`config.mk`:
```
export PLATFORM = sky130hd
export DESIGN_NAME = async_rx_resync
export DESIGN_NICKNAME = d
export VERILOG_FILES = /design/src/rtl/async_rx_resync.sv
export SDC_FILE = /design/constraint.sdc
export NUM_CORES = 1
export LEC_CHECK = 0
export CORE_MARGIN = 2
export CORE_UTILIZATION = 54
export DETAILED_ROUTE_END_ITERATION = 8
export HOLD_SLACK_MARGIN = 0.1
export PLACE_DENSITY = 0.77
export SYNTH_ARGS = -nofsm -noshare
export SYNTH_HDL_FRONTEND = slang
export SYNTH_SLANG_ARGS = --single-unit
export TNS_END_PERCENT = 10
```
`constraint.sdc`:
```
create_clock -name clk -period 2.3 [get_ports clk]
set_input_delay 0.23 -clock clk [delete_from_list [all_inputs] [get_ports clk]]
set_output_delay 0.23 -clock clk [all_outputs]
set_load 0.02 [all_outputs]
```
`src/rtl/async_rx_resync.sv`:
```
module async_rx_resync #(
  parameter int OSR         = 16,
  parameter int DEB_LEN     = 3,
  parameter int START_LEN   = 8,
  parameter int SYNC_STAGES = 2
) (
  input  logic clk,
  input  logic rst_n,
  input  logic rx_in,
  input  logic async_en,
  input  logic x16_mode,
  input  logic abort,
  output logic bit_valid,
  output logic bit_data,
  output logic start_det
);
  localparam int CW        = $clog2(OSR);
  localparam int DW        = $clog2(DEB_LEN + 1);
  localparam int SAMPLE_PT = OSR / 2;
  localparam int CHECK_PT  = OSR / 4;

  typedef enum logic [1:0] {S_IDLE, S_START, S_DATA, S_X1} state_t;

  logic [SYNC_STAGES-1:0] sync_q;
  logic                   lvl_q;
  logic [DW-1:0]          run_q;
  logic [CW-1:0]          cnt_q;
  state_t                 state_q;
  logic                   bv_q, bd_q, sd_q;

  wire din     = sync_q[SYNC_STAGES-1];
  wire differ  = din != lvl_q;
  wire vt      = differ && (run_q == DW'(DEB_LEN - 1));
  wire vt_rise = vt && din;
  wire vt_fall = vt && !din;
  wire [CW-1:0] cnt_nx = (cnt_q == CW'(OSR - 1)) ? '0 : cnt_q + 1'b1;

  always_ff @(posedge clk or negedge rst_n) begin
    if (!rst_n) begin
      sync_q <= '1;
      lvl_q  <= 1'b1;
      run_q  <= '0;
    end else begin
      sync_q <= {sync_q[SYNC_STAGES-2:0], rx_in};
      if (!differ) run_q <= '0;
      else if (vt) begin
        run_q <= '0;
        lvl_q <= din;
      end else run_q <= run_q + 1'b1;
    end
  end

  always_ff @(posedge clk or negedge rst_n) begin
    if (!rst_n) begin
      state_q <= S_IDLE;
      cnt_q   <= '0;
      bv_q    <= 1'b0;
      bd_q    <= 1'b0;
      sd_q    <= 1'b0;
    end else begin
      bv_q <= 1'b0;
      sd_q <= 1'b0;
      if (abort || !async_en) state_q <= S_IDLE;
      else begin
        case (state_q)
          S_IDLE: begin
            if (!x16_mode) begin
              if (!din) begin
                state_q <= S_X1;
                sd_q    <= 1'b1;
                bv_q    <= 1'b1;
                bd_q    <= 1'b0;
              end
            end else if (vt_fall) begin
              state_q <= S_START;
              cnt_q   <= '0;
            end
          end
          S_START: begin
            if (!x16_mode || vt_rise) state_q <= S_IDLE;
            else begin
              cnt_q <= cnt_nx;
              if (cnt_q == CW'(START_LEN - 1)) begin
                state_q <= S_DATA;
                sd_q    <= 1'b1;
              end
            end
          end
          S_DATA: begin
            if (!x16_mode) state_q <= S_IDLE;
            else if (vt && cnt_q >= CW'(CHECK_PT)) cnt_q <= '0;
            else begin
              cnt_q <= cnt_nx;
              if (cnt_q == CW'(SAMPLE_PT - 1)) begin
                bv_q <= 1'b1;
                bd_q <= lvl_q;
              end
            end
          end
          default: begin
            if (x16_mode) state_q <= S_IDLE;
            else begin
              bv_q <= 1'b1;
              bd_q <= din;
            end
          end
        endcase
      end
    end
  end

  assign bit_valid = bv_q;
  assign bit_data  = bd_q;
  assign start_det = sd_q;
endmodule

```
Word level (Yosys, flattened, before mapping)
Cells that the tools add are included.
{ "op_classes": {"n_lt_le_gt_ge": 1, "n_bitwise": 2, "addsub": 2, "n_eq_ne": 19, "n_reduce_logical": 16, "n_mux": 36} }
{ "ops": {"columns": ["operator", "count"], "rows": [
  ["4-bit 2-to-1 mux", 6],
  ["2-bit 2-to-1 mux", 10],
  ["2-bit != test (second input constant)", 8],
  ["1-bit 2-to-1 mux", 15],
  ["4-bit != test (second input constant)", 3],
  ["4-bit one-hot mux with 3 select lines", 1],
  ["8-bit AND reduction", 1],
  ["1-bit one-hot mux with 3 select lines", 2],
  ["2-bit one-hot mux with 3 select lines", 1],
  ["6-bit AND reduction", 1],
  ["5-bit AND reduction", 1],
  ["5-bit nonzero test", 1],
  ["4-bit by 1-bit adder with 4-bit output (second input constant)", 1],
  ["2-bit equality test (second input constant)", 2],
  ["4-bit by 3-bit equality test with 1-bit output (second input constant)", 1],
  ["4-bit equality test (second input constant)", 1],
  ["4-bit by 3-bit >= comparator with 1-bit output (second input constant)", 1],
  ["1-bit logical AND", 4],
  ["1-bit zero test", 3],
  ["3-bit != test (second input constant)", 1],
  ["3-bit nonzero test", 1],
  ["2-bit by 1-bit adder with 2-bit output (second input constant)", 1],
  ["2-bit by 1-bit equality test with 1-bit output (second input constant)", 1],
  ["2-bit zero test", 1],
  ["6 further kinds", 8]
]} }
{ "totals": {"ff_bits": 14} }

Depth between registers and ports, before layout
Gate-level depths: netlist (run 1).
{ "logic_depth": {"ltp_word": 7, "mapped_depth": 7, "ltp_nobuf": 7} }

Worst setup path after synthesis (run 1)
OpenSTA, ideal clock, no wires.
{ "synth_timing": {"path_kind": "register -> register", "start": "register state_q[0]", "end": "register cnt_q[3]", "arrival_ps": 1672, "path_stages_with_launch": 8, "period_less_slack_ps": 1793, "path_buffers": 0, "slack_ps": 507, "path_cell_list": "dfrtp_1 inv_1 ha_1 inv_1 nor2_1 a2111o_1 o21bai_1 a22o_1"} }
{ "synth_via": {"elab_chain_cells": 3, "elab_cells_between_ends": 10} }
{ "synth_rtl": {"columns": ["element", "line", "rtl"], "rows": [
  ["start: declaration", "28", "state_t state_q;"],
  ["start signal: assignment", "55", "state_q <= S_IDLE;"],
  ["start signal: assignment", "63", "if (abort || !async_en) state_q <= S_IDLE;"],
  ["start signal: assignment", "69", "state_q <= S_X1;"],
  ["2-bit by 1-bit equality test with 1-bit output, or another cell as far along", "65", "case (state_q)"],
  ["2-bit != test (no line) / 3-bit nonzero test (equally long branches)", null, null],
  ["6-bit AND reduction (no line)", null, null],
  ["end signal: assignment", "82", "cnt_q <= cnt_nx;"],
  ["end signal: assignment", "93", "cnt_q <= cnt_nx;"],
  ["end: declaration", "27", "logic [CW-1:0] cnt_q;"]
]} }
Parallel ways exist; a longest one is shown, timed or not.
A chain may end at the register's enable or synchronous reset.

Worst setup path in the final report (run 1)
Ends and elaborated chain as after synthesis.

==> impl_results.md, run 1 <==
* Result of the run: completed
* Final Worst Setup Slack at 0.331 ns
* Crit path kind: reg2reg
* Number of register bits inferred by synthesis at 14
* Source-to-sink clock delay at the later pin of the worst-skew pair at 0.27 ns
* Sink count of the clock tree at 14
* Wire length the detailed router placed on met1 at roughly 730 um
* Length of the first detailed-routing pass in iterations at 4
* Final-report setup violation count at 0
* Placeable core region at 1490 um^2
* Portion of synthesized cell area occupied by the leading cell type at 32.6%
* Post-route clock period utilization at 85.6%
* Top FF cell, synth: sky130_fd_sc_hd__dfrtp_1
* Maximum ir drop on the vdd rail at 0.418 mV
* Setup Fix Bufs, Post-CTS at 0
* Power density over the cells at 670 nW/um^2
* CTS buffer count at 3
* Startpoint types: register
* Required time of the critical path at 2.47 ns
* Number of routed nets with antenna violations at 0
* Synth top area cells: sky130_fd_sc_hd__dfrtp_1 (33%), sky130_fd_sc_hd__dfstp_2 (9.3%), sky130_fd_sc_hd__ha_1 (7.4%), sky130_fd_sc_hd__o21bai_1 (6.2%), sky130_fd_sc_hd__nor2_1 (4.4%)
* Max-Cap Viols at 0
* Setup TNS at 0 ns
* Number of nets produced by synthesis at between 90 and 100
* Quantity of gates resized following cts at 0
* Type of element capturing the critical path: register
* CP arrival at 2.14 ns
* Global-route wire length before repair at 2870 um
* Layout Skew at 0.00271 ns
* Number of top-level pins at 9
* Routability congestion estimate at 0.845
* Via count of the first global-routing pass at just over 600
* Cell area after synthesis at 845 um^2
* Synthesized area divided by synthesized cell count at 9.94 um^2
* Overall routing resource usage at 20.4%
* Static leakage power at 0.414 nW
* Cell taking the most area after synthesis: sky130_fd_sc_hd__dfrtp_1
* Number of input and output port buffers inserted at 8
* Number of nets at the end of the flow at 109
* Distinct cell type count after synthesis at 32
* Number of warning messages in the yosys log at 0
* Routed wire length at 1650 um
* Max transition margin at just under 60%
* Post-detailed-placement half-perimeter wirelength at 1270 um
* Total congestion overflow after global routing at 0
* Critical path peak fanout at 6
* Most common cell after layout, fill and taps aside: sky130_fd_sc_hd__dfrtp_1
* Max Fclk at 508 MHz
* Unrepaired setup endpoints after global routing: false
* Total inserted antenna cells at 0
* Clock tree buffer depth at 2
* Vias per cell at approximately 6.2
* TritonCTS clock tree: built
* Clock transition time at the flip-flop clock pins of the worst setup and hold paths at around 0.09 ns
* Place WS at 0.375 ns
* Final critical delay including setup and external delays at 1.97 ns
* Slew Limit Fails at 0
* Routed wire length on met3 at about 83 um
* Worst slew pin tran at 0.615 ns
* Die outline height at ~44 um
* Largest net degree at the start of global routing at 15
* Floorplan die area at about 1900 um^2
* Deepest level of the CTS H-tree at 1
* Layout area overhead at 16.4%
* Drt initial violations at 14
* Post-Synthesis Cells at 85
* Number of core rows at 14
* Wire length on met2 at 825 um
* Count of flip-flops with a built-in enable after synthesis at 0
* Antenna violations before repair at 0
* Detailed-route DRC error count at 0
* Hold violation total from the final report at 0
* Tightest Hold Check Type: in2async
* Post-CTS Hold Fix Bufs at 0
* Die X at 43.5 um
* Starting density of the core at between 50% and 60%
* Detailed-route wire length per cell at 14.6 um
* Highest metal layer used by the detailed router: met4
* Proportion of register bits with asynchronous set or reset after synthesis at between 90% and 100%
* Total number of vias at 695
* Most used cells in the layout excluding fill and tap cells: sky130_fd_sc_hd__dfrtp_1 (11), sky130_fd_sc_hd__nor2_1 (10), sky130_fd_sc_hd__clkdlybuf4s50_1 (8), sky130_fd_sc_hd__o21bai_1 (7), sky130_fd_sc_hd__a21oi_1 (6)
* Sequential share of the synthesized area at about two fifths
* Clk root buf: sky130_fd_sc_hd__clkbuf_4
* Layout cells sized above 1 at 13.4%
==> critical path, stage by stage, from the launching register on <==
cell and delay, ns:
sky130_fd_sc_hd__dfrtp_1 0.44, sky130_fd_sc_hd__inv_1 0.11, sky130_fd_sc_hd__ha_1 0.25, sky130_fd_sc_hd__inv_1 0.15
sky130_fd_sc_hd__nor2_1 0.07, sky130_fd_sc_hd__a2111o_1 0.44, sky130_fd_sc_hd__o21bai_1 0.18, sky130_fd_sc_hd__a22o_1 0.23
==> Yosys cell counts, types with 2 or more instances <==
| library cell | n |
|---|---|
| sky130_fd_sc_hd__dfrtp_1 | 11 |
| sky130_fd_sc_hd__nor2_1 | 10 |
| sky130_fd_sc_hd__o21bai_1 | 7 |
| sky130_fd_sc_hd__a21oi_1 | 6 |
| sky130_fd_sc_hd__ha_1 | 5 |
| sky130_fd_sc_hd__nand2_1 | 5 |
| sky130_fd_sc_hd__inv_1 | 4 |
| sky130_fd_sc_hd__nor2b_1 | 4 |
| sky130_fd_sc_hd__a22o_1 | 3 |
| sky130_fd_sc_hd__dfstp_2 | 3 |
| sky130_fd_sc_hd__a22o_2 | 2 |
| sky130_fd_sc_hd__nand4_1 | 2 |
| sky130_fd_sc_hd__nor3_1 | 2 |
| sky130_fd_sc_hd__o21ai_0 | 2 |
| sky130_fd_sc_hd__o32ai_1 | 2 |
==> sequential cells by signal (all words and copies together) (netlist names) <==
name / count
run_q: 2
cnt_q: 4
state_q: 2
start_det: 1
bit_data: 1
lvl_q: 1
bit_valid: 1
sync_q: 2
==> cell type report <==
cell class                 count  area [um^2]
inverter                       4         15.0
tap                           16         20.0
clock buffer                   4         36.3
multi-input combinational     66          470
timing repair buffer           9         87.6
fill                         119          505
sequential                    14          354
==> power by group <==
group,total [mW],internal [mW],switching (mW),leakage [nW]
sequential,0.325,0.288,0.0369,0.180
combinational,0.157,0.0785,0.0789,0.213
clock,0.177,0.0961,0.0806,0.0210
total,0.659,0.463,0.196,0.414
==> worst paths after layout <==
check,startpoint,end,slack (ns),cells past startpoint
worst max-delay path,state_q[0],cnt_q[3],0.33,7
worst min-delay path,rst_n,bit_valid,0.33,1
max in group asynchronous,rst_n,cnt_q[0],1.57,1
worst max register to register,state_q[0],cnt_q[3],0.33,7
min in group clk,rx_in,sync_q[0],0.35,1
worst min register to register,sync_q[0],sync_q[1],0.36,0
==> metrics by stage <==
step	hold WS (ns)	std cells	total power [mW]	area, um^2	utilization (%)
floorplan	-0.0656	85	0.430	845	-
global placement	0.346	109	0.480	947	63.6
detailed placement	0.349	109	0.487	947	63.6
CTS	0.346	113	0.665	983	66.1
global route	0.336	113	0.701	983	66.1
finish	0.332	113	0.659	983	66.1
==> cell families after synthesis <==
family / share of synthesized area [%]
buffers and inverters: 2.37
AND/OR/NAND/NOR: 20.6
adder cells (fa/ha/maj): 7.41
flip-flops: 41.9
XOR/XNOR: 1.04
AO/OA/AOI/OAI: 26.7
==> per-layer routing <==
metal,vias to the layer above,global-route usage [%]
li1,345,-
met5,-,0
met2,18,32.1
met1,330,28.0
met3,2,3.75
met4,0,7.27
Note: power is estimated with default switching activity, not from simulation.
==> run 2: changes to the inputs <==
--- a/config.mk
+++ b/config.mk
@@ -9,7 +9,7 @@
 export CORE_UTILIZATION = 54
 export DETAILED_ROUTE_END_ITERATION = 8
 export HOLD_SLACK_MARGIN = 0.1
-export PLACE_DENSITY = 0.77
+export PLACE_DENSITY = 0.82
 export SYNTH_ARGS = -nofsm -noshare
 export SYNTH_HDL_FRONTEND = slang
 export SYNTH_SLANG_ARGS = --single-unit
==> run 2 against run 1 <==
Effect of this change: worst hold slack lost 0.016 ns; critical path depth is the same; highest routed layer unchanged; largest power group unchanged; global-route usage grew 0.66 points; critical endpoint is now cnt_q[2]; clock power is essentially flat; largest cell class unchanged.
==> impl_results.md, run 2 (synthesized netlist as in run 1, its figures left out) <==
* Post-CTS Hold Fix Bufs at 0
* Maximum ir drop on the vdd rail at 0.456 mV
* Power density over the cells at 675 nW/um^2
* Placeable core region at 1490 um^2
* Placed cell count at between 100 and 150
* Max Fclk at about 500 MHz
* Result of the run: completed
* Sink count of the clock tree at 14
* Crit path kind: reg2reg
* Largest register FFs at 4
* Area occupied by registers at 354 um^2
* Source-to-sink clock delay at the later pin of the worst-skew pair at 0.28 ns
* Quantity of gates resized following cts at 0
* Routed wire length at 1660 um
* Length of the first detailed-routing pass in iterations at 4
* Number of input and output port buffers inserted at 8
* Number of nets at the end of the flow at approximately 110
* Area of the multi-input gates at 470 um^2
* Post-detailed-placement half-perimeter wirelength at 1240 um
* Clk root buf: sky130_fd_sc_hd__clkbuf_4
* Number of routed nets with antenna violations at 0
* Largest net degree at the start of global routing at 15
* Max-Cap Viols at 0
* Tightest Hold Check Type: in2async
* Startpoint types: register
* Required time of the critical path at 2.52 ns
* Drt initial violations at 17
* Max transition margin at 60.2%
* Crit path cell chain: inv_1 > ha_1 > inv_1 > nor2_1 > a2111o_1 > nor2_1 > a22o_1
* Unrepaired setup endpoints after global routing: false
* Final-report setup violation count at 0
* Detailed-route wire length per cell at 14.7 um
* Number of top-level pins at 9
* Slew Limit Fails at 0
* Clock tree buffer depth at 2
* Die outline height at 43.5 um
* Hold violation total from the final report at 0
* Floorplan die area at 1900 um^2
* Number of core rows at 14
* Antenna violations before repair at 0
* Starting density of the core at a little under three fifths
* Final non-filler cell total at 113
* Detailed-route DRC error count at 0
* Layout area overhead at 16.4%
* Overall routing resource usage at 21.0%
* Total inserted antenna cells at 0
* Total congestion overflow after global routing at 0
* Final critical delay including setup and external delays at 1.98 ns
* Register containing the most flip-flops in the final layout: cnt_q
* Vias per cell at 6.14
* Die X at 43.5 um
* Global-route wire length before repair at approximately 3000 um
* Delay of the slowest critical-path stage at 0.45 ns
* Setup Fix Bufs, Post-CTS at 0
* Critical path peak fanout at 6
* Via count of the first global-routing pass at 661
* Most used cells in the layout excluding fill and tap cells: sky130_fd_sc_hd__dfrtp_1 (11), sky130_fd_sc_hd__nor2_1 (10), sky130_fd_sc_hd__clkdlybuf4s50_1 (8), sky130_fd_sc_hd__o21bai_1 (7), sky130_fd_sc_hd__a21oi_1 (6)
* Clock transition time at the flip-flop clock pins of the worst setup and hold paths at approximately 0.090 ns
* CTS buffer count at 3
* CP arrival at 2.21 ns
* Min Hold Slack at 0.316 ns
* Type of element capturing the critical path: register
* Deepest level of the CTS H-tree at 1
* Critical-path cell with the highest stage delay: sky130_fd_sc_hd__a2111o_1
* Most common cell after layout, fill and taps aside: sky130_fd_sc_hd__dfrtp_1
* Number of fill cells at 115
* Static leakage power at 0.414 nW
* Post-route clock period utilization at 86.3%
* Layout cells sized above 1 at between 10% and 20%
* Setup TNS at 0 ns
* Routability congestion estimate at around 0.85
* Total number of vias at 694
* Worst slew pin tran at 0.595 ns
* TritonCTS clock tree: built
* Layout Skew at 0.00515 ns
==> run 2: report_power, final <==
part	switching (mW)	internal, mW	total, mW
clock network	0.0833	0.0963	0.180
logic	0.0776	0.0786	0.156
registers	0.0400	0.288	0.328
total	0.201	0.463	0.664
==> run 2: final timing paths <==
path / from / end / slack [ns] / depth (start not counted)
worst min register to register: sync_q[0] / sync_q[1] / 0.36 / 0
max in group asynchronous: rst_n / cnt_q[1] / 1.60 / 1
worst max register to register: state_q[0] / cnt_q[2] / 0.32 / 7
worst max-delay path: state_q[0] / cnt_q[2] / 0.32 / 7
min in group clk: rx_in / sync_q[0] / 0.35 / 1
worst min-delay path: rst_n / start_det / 0.32 / 1
==> run 2: area by class of cell <==
type / count / area share (%)
inverter: 4 / 1.53
tap: 16 / 2.04
clock buffer: 4 / 3.69
timing repair buffer: 9 / 8.91
sequential: 14 / 36.0
multi-input combinational: 66 / 47.8
==> run 2: worst max-delay path, delay by kind of cell (launching register included) <==
kind | cells | cell delay, ns
flip-flops | 1 | 0.43
adder cells (fa/ha/maj) | 1 | 0.25
AO/OA/AOI/OAI | 2 | 0.64
buffers and inverters | 2 | 0.26
AND/OR/NAND/NOR | 2 | 0.34
==> run 2: metrics by stage <==
stage	cell area (um^2)	utilization [%]	power, mW	setup slack [ns]
finish	983	66.1	0.664	0.316
floorplan	845	-	0.430	0.507
global placement	947	63.6	0.479	0.427
CTS	983	66.1	0.668	0.328
global route	983	66.1	0.699	0.176
detailed placement	947	63.6	0.487	0.357
==> run 2: routing by layer <==
metal,vias to the layer above,wire [um],track usage [%]
li1,340,-,-
met1,327,717,24.5
met2,23,842,36.5
met3,4,74,3.75
met4,0,26,10.9
met5,-,0,0
==> run 3: changes to the inputs <==
--- a/config.mk
+++ b/config.mk
@@ -7,6 +7,7 @@
 export LEC_CHECK = 0
 export CORE_MARGIN = 2
 export CORE_UTILIZATION = 54
+export CTS_CLUSTER_DIAMETER = 40
 export DETAILED_ROUTE_END_ITERATION = 8
 export HOLD_SLACK_MARGIN = 0.1
 export PLACE_DENSITY = 0.82
==> results of run 3 <==
Final layout, timing and power as in run 2 (identical DEF).
